### src/rtl/req_track_mon.sv
module req_track_mon #(
  parameter int DEPTH = 32,
  localparam int CW = $clog2(DEPTH + 1)
) (
  input  logic          clk,
  input  logic          rst_n,
  input  logic          mem_alloc,
  input  logic [1:0]    mem_alloc_kind,
  input  logic          mem_retire,
  input  logic          coh_alloc,
  input  logic          coh_retire,
  input  logic [7:0]    evt_code,
  input  logic [7:0]    evt_umask,
  output logic [CW-1:0] evt_inc,
  output logic [CW-1:0] mem_pending,
  output logic [CW-1:0] coh_pending,
  output logic          mem_err,
  output logic          coh_err
);

  localparam logic [1:0] KIND_READ  = 2'b00;
  localparam logic [1:0] KIND_EVICT = 2'b11;
  localparam logic [CW-1:0] CAP = CW'(DEPTH);

  logic mem_take, mem_free, coh_take, coh_free;

  // accept an allocate unless full with nothing leaving; accept a retire unless empty
  assign mem_take = mem_alloc  && ((mem_pending != CAP) || mem_retire);
  assign mem_free = mem_retire && (mem_pending != '0);
  assign coh_take = coh_alloc  && ((coh_pending != CAP) || coh_retire);
  assign coh_free = coh_retire && (coh_pending != '0);

  assign mem_err = (mem_alloc && !mem_take) || (mem_retire && !mem_free);
  assign coh_err = (coh_alloc && !coh_take) || (coh_retire && !coh_free);

  always_ff @(posedge clk) begin
    if (!rst_n) begin
      mem_pending <= '0;
      coh_pending <= '0;
    end else begin
      mem_pending <= mem_pending + CW'(mem_take) - CW'(mem_free);
      coh_pending <= coh_pending + CW'(coh_take) - CW'(coh_free);
    end
  end

  always_comb begin
    evt_inc = '0;
    case ({evt_code, evt_umask})
      16'h8001: evt_inc = mem_pending;
      16'h8101: evt_inc = CW'(mem_take);
      16'h8120: evt_inc = CW'(mem_take && (mem_alloc_kind != KIND_READ));
      16'h8180: evt_inc = CW'(mem_take && (mem_alloc_kind == KIND_EVICT));
      16'h8301: evt_inc = coh_pending;
      16'h8401: evt_inc = CW'(coh_take);
      default:  evt_inc = '0;
    endcase
  end

  a_r4_cap_bound: assert property (@(posedge clk) disable iff (!rst_n)
    (mem_pending <= CAP) && (coh_pending <= CAP));

  a_r2_single_step: assert property (@(posedge clk) disable iff (!rst_n)
    (mem_alloc && !mem_retire && !mem_err) |=> (mem_pending == $past(mem_pending) + CW'(1)));

  a_r3_pair_holds: assert property (@(posedge clk) disable iff (!rst_n)
    (mem_alloc && mem_retire && (mem_pending != '0)) |=> $stable(mem_pending));

  a_r4_full_alloc_ignored: assert property (@(posedge clk) disable iff (!rst_n)
    (mem_alloc && !mem_retire && (mem_pending == CAP)) |=> (mem_pending == CAP));

  a_r5_empty_retire_ignored: assert property (@(posedge clk) disable iff (!rst_n)
    (coh_retire && !coh_alloc && (coh_pending == '0)) |=> (coh_pending == '0));

  a_r6_mem_occupancy: assert property (@(posedge clk) disable iff (!rst_n)
    (evt_code == 8'h80 && evt_umask == 8'h01) |-> (evt_inc == mem_pending));

  a_r10_coh_occupancy: assert property (@(posedge clk) disable iff (!rst_n)
    (evt_code == 8'h83 && evt_umask == 8'h01) |-> (evt_inc == coh_pending));

endmodule

### config.mk
export PLATFORM = sky130hd
export DESIGN_NAME = req_track_mon
export DESIGN_NICKNAME = d
export VERILOG_FILES = /design/src/rtl/req_track_mon.sv
export SDC_FILE = /design/constraint.sdc
export NUM_CORES = 1
export LEC_CHECK = 0
export BUFFER_PORTS_ARGS = -buffer_cell sky130_fd_sc_hd__buf_4
export CELL_PAD_IN_SITES_DETAIL_PLACEMENT = 0
export CELL_PAD_IN_SITES_GLOBAL_PLACEMENT = 2
export CORE_MARGIN = 5
export CORE_UTILIZATION = 30
export CTS_CLUSTER_SIZE = 20
export DETAILED_ROUTE_END_ITERATION = 10
export PLACE_DENSITY = 0.82
export SYNTH_ARGS = -nofsm -noshare
export SYNTH_HDL_FRONTEND = slang
export SYNTH_SLANG_ARGS = --single-unit
export TNS_END_PERCENT = 10
### constraint.sdc
create_clock -name clk -period 5.05 [get_ports clk]
set_input_delay 0.2525 -clock clk [delete_from_list [all_inputs] [get_ports clk]]
set_output_delay 0.2525 -clock clk [all_outputs]
set_load 0.005 [all_outputs]
==> flow_summary.yaml <==
synthesis:
  synth_nets: 173
  ys_seq_area_share_pct: 20.8
  syn_area_per_cell_um2: 8.86
  ys_warn_count: 0
  synth_area_leaders: "dfxtp_1 21%, ha_1 18%, and2_1 6.0%, inv_1 4.6%, xor2_1 4.6%"
  yosys.area_share.simple_pct: 27.3
  synth_area_um2: 1150
  synth_compound_area_share_pct: 19.3
  synth-xor-area-share_pct: 4.56
  synth-main-ff-cell: "dfxtp_1"
  synth_seq_cells: 12
  synthMuxAreaShare_pct: 0.869
  synth_top_area_share_pct: 20.8
  synth_edf_count: 0
  synth_top_family_by_area: "simple AND/OR/NAND/NOR gates"
  yosysUniqueCellTypes: 40
  yosys.area.top_type: "dfxtp_1"
  async_reset_ff_share_pct: 0
  synth_cells: 130
  synthAdderAreaFrac_pct: 21.9
worst_setup_path:
  crit_end: "coh_pending[4]"
  path_cells: "inv_1 -> ha_1 -> nor3b_1 -> a21oi_1 -> ha_1 -> inv_1 -> ha_1 -> fa_1 -> a21oi_1 -> o21bai_1 -> xor2_1 -> and2_1"
  cp-end-kind: "register"
  critPathKind: "reg -> reg"
  crit_path_max_incr_delay_ns: 0.42
  start_kind: "register"
  crit_top_cell: "ha_1"
  slowest_stage: "fa_1"
  crit_start: "coh_pending[2]"
  reg2reg_from: "coh_pending[2]"
  crit_fanout: 4
  r2r_setup_slack_ns: 2.51
  r2r_end: "coh_pending[4]"
  reg2reg_depth: 12
  cp.arrival_ns: 2.68
  required_ns: 5.19
route:
  wire_per_inst_um: 14.2
  routed_wl_um: 3160
  routed_via_density: 5.05
  drc_errors: 0
  drt-pass1-iter-count: 4
  drtIter0Drc: 23
  vias: 1121
  ant_nets: 0
clock_tree:
  tritoncts: "built"
  clk_pin_slew_worst_paths_ns: 0.05
  hold_buffers: 0
  clkSinkCount: 12
  ctsResizeCount: 0
  postCtsSetupBuffers: 0
  cts_root_buf: "clkbuf_8"
  clk_path_buf_depth: 2
  h-tree-depth: 1
  clock_latency_ns: 0.24
  cts_made_buffers: 3
power_and_ir_drop:
  p_per_area_nw_per_um2: 531
  power_leakage_uw: 0.000733
  ir_worst_vdd_uv: 264
hold_path:
  hold_class: "in -> reg"
global_routing:
  grt_pass1_vias: 1109
  antenna_found_initial: 0
  grt_pass1_wl_um: 5110
  grtUsageTotal_pct: 12.4
  gr-total-overflow: 0
  grt_max_degree: 20
cells_and_area:
  final_cell_mix: "43 x buf_4, 17 x ha_1, 14 x inv_1, 12 x dfxtp_1, 11 x and2_1"
  mostFrequentLayoutCell: "buf_4"
  nets: 219
  diodes: 0
  drive_gt1_share_pct: 29.3
  fin_cells: 222
  area_growth_pct: 36.2
  nFillCells: 398
timing:
  fin_setup_tns_ns: 0
  min_period_over_period_pct: 50.4
  skew_ns: 0.000223
  slew_viol_final: 0
  fmax_ghz: 0.393
  max-slew-margin-rel_pct: 71.5
  worstMarginPinSlew_ns: 0.425
  rsz0062_at_grt: "false"
  hold_viol_final: 0
  period_needed_ns: 2.54
  setup_viol: 0
floorplanning:
  die_height_um: 72.0
  fp.coreArea_um2: 3690
  num_rows: 22
  fp.dieW_um: 72.0
  dieArea_um2: 5180
  ioPinCount: 44
  start_util_pct: 31.2
placed_design:
  gp_congestion: 0.789
  hpwlAfterDp_um: 2610
  portBuffers: 43
  dp.cells: 219
status:
  status: "finished clean"
job:
  drv_cap: 0
-- critical path, delay by kind of cell, from the launching register on --
kind | cells | cell delay (ns)
AND/OR/NAND/NOR | 2 | 0.41
adder cells (fa/ha/maj) | 4 | 1.08
buffers and inverters | 2 | 0.13
AO/OA/AOI/OAI | 3 | 0.34
XOR/XNOR | 1 | 0.14
flip-flops | 1 | 0.34
-- logic make-up after synthesis --
family | after synthesis
buffers and inverters | 16
and+or+nand+nor | 45
DFF | 12
muxes | 1
AOI/OAI and AO/OA | 31
xor gates and xnor gates | 6
adders and majority gates | 19
-- power breakdown --
group / leakage [µW] / internal, µW / switching (µW)
clock network: 0.0000216 / 52.7 / 37.0
registers: 0.0000999 / 141 / 52.6
logic: 0.000611 / 279 / 271
total: 0.000733 / 473 / 360
-- metal layers --
layer	share of wire, %	global-route usage (%)	vias to the layer above
met5	0	0	-
met2	44	20.9	47
met4	2.0	6.26	0
met1	46	15.3	503
met3	7.3	1.66	5
li1	-	-	566
-- cell usage after synthesis, types with 2 or more instances --
cell type	count
nor4b_1	2
fa_1	2
nand2_1	5
o21bai_1	3
and2_1	11
and4b_1	2
nand3b_1	2
a21o_1	2
ha_1	17
inv_1	14
xor2_1	6
o311ai_1	2
dfxtp_1	12
nor2b_1	2
nand3_1	5
nor2_1	4
clkbuf_1	2
o21ai_0	4
a22o_1	5
a21oi_1	6
a31oi_1	2
nor4_2	2
-- cell type report --
class                   instances  area [µm²]  area share (%)
inverters                      14        52.6            3.35
clock buffers                   3        41.3            2.63
repair buffers                 43         323            20.6
multi-input cells             102         852            54.3
flip-flops and latches         12         240            15.3
well taps                      48        60.1            3.83
-- flip-flops by register name (all words and copies together) (netlist names) --
register,count
coh_pending,6
mem_pending,6
-- worst min-delay path by stage --
stage | startpoint | to | slack, ns | depth (start not counted)
2_1_floorplan | mem_pending[4] | mem_pending[4] | 0.55 | 0
3_3_place_gp | rst_n | coh_pending[4] | 0.62 | 2
3_5_place_dp | rst_n | coh_pending[0] | 0.63 | 2
4_1_cts | rst_n | coh_pending[0] | 0.37 | 2
5_1_grt | rst_n | coh_pending[2] | 0.39 | 2
6_report | rst_n | coh_pending[4] | 0.37 | 2
-- through the flow --
step | cell area (µm²) | util [%] | hold slack, ns | total power (µW) | worst slack, ns
after floorplan | 1150 | - | 0.554 | 559 | 2.71
after global placement | 1530 | 41.4 | 0.616 | 730 | 2.63
after detailed placement | 1530 | 41.4 | 0.628 | 749 | 2.53
after CTS | 1570 | 42.5 | 0.374 | 845 | 2.53
after global routing | 1570 | 42.5 | 0.389 | 928 | 2.33
final | 1570 | 42.5 | 0.374 | 833 | 2.51
(Power assumes the default switching activity.)
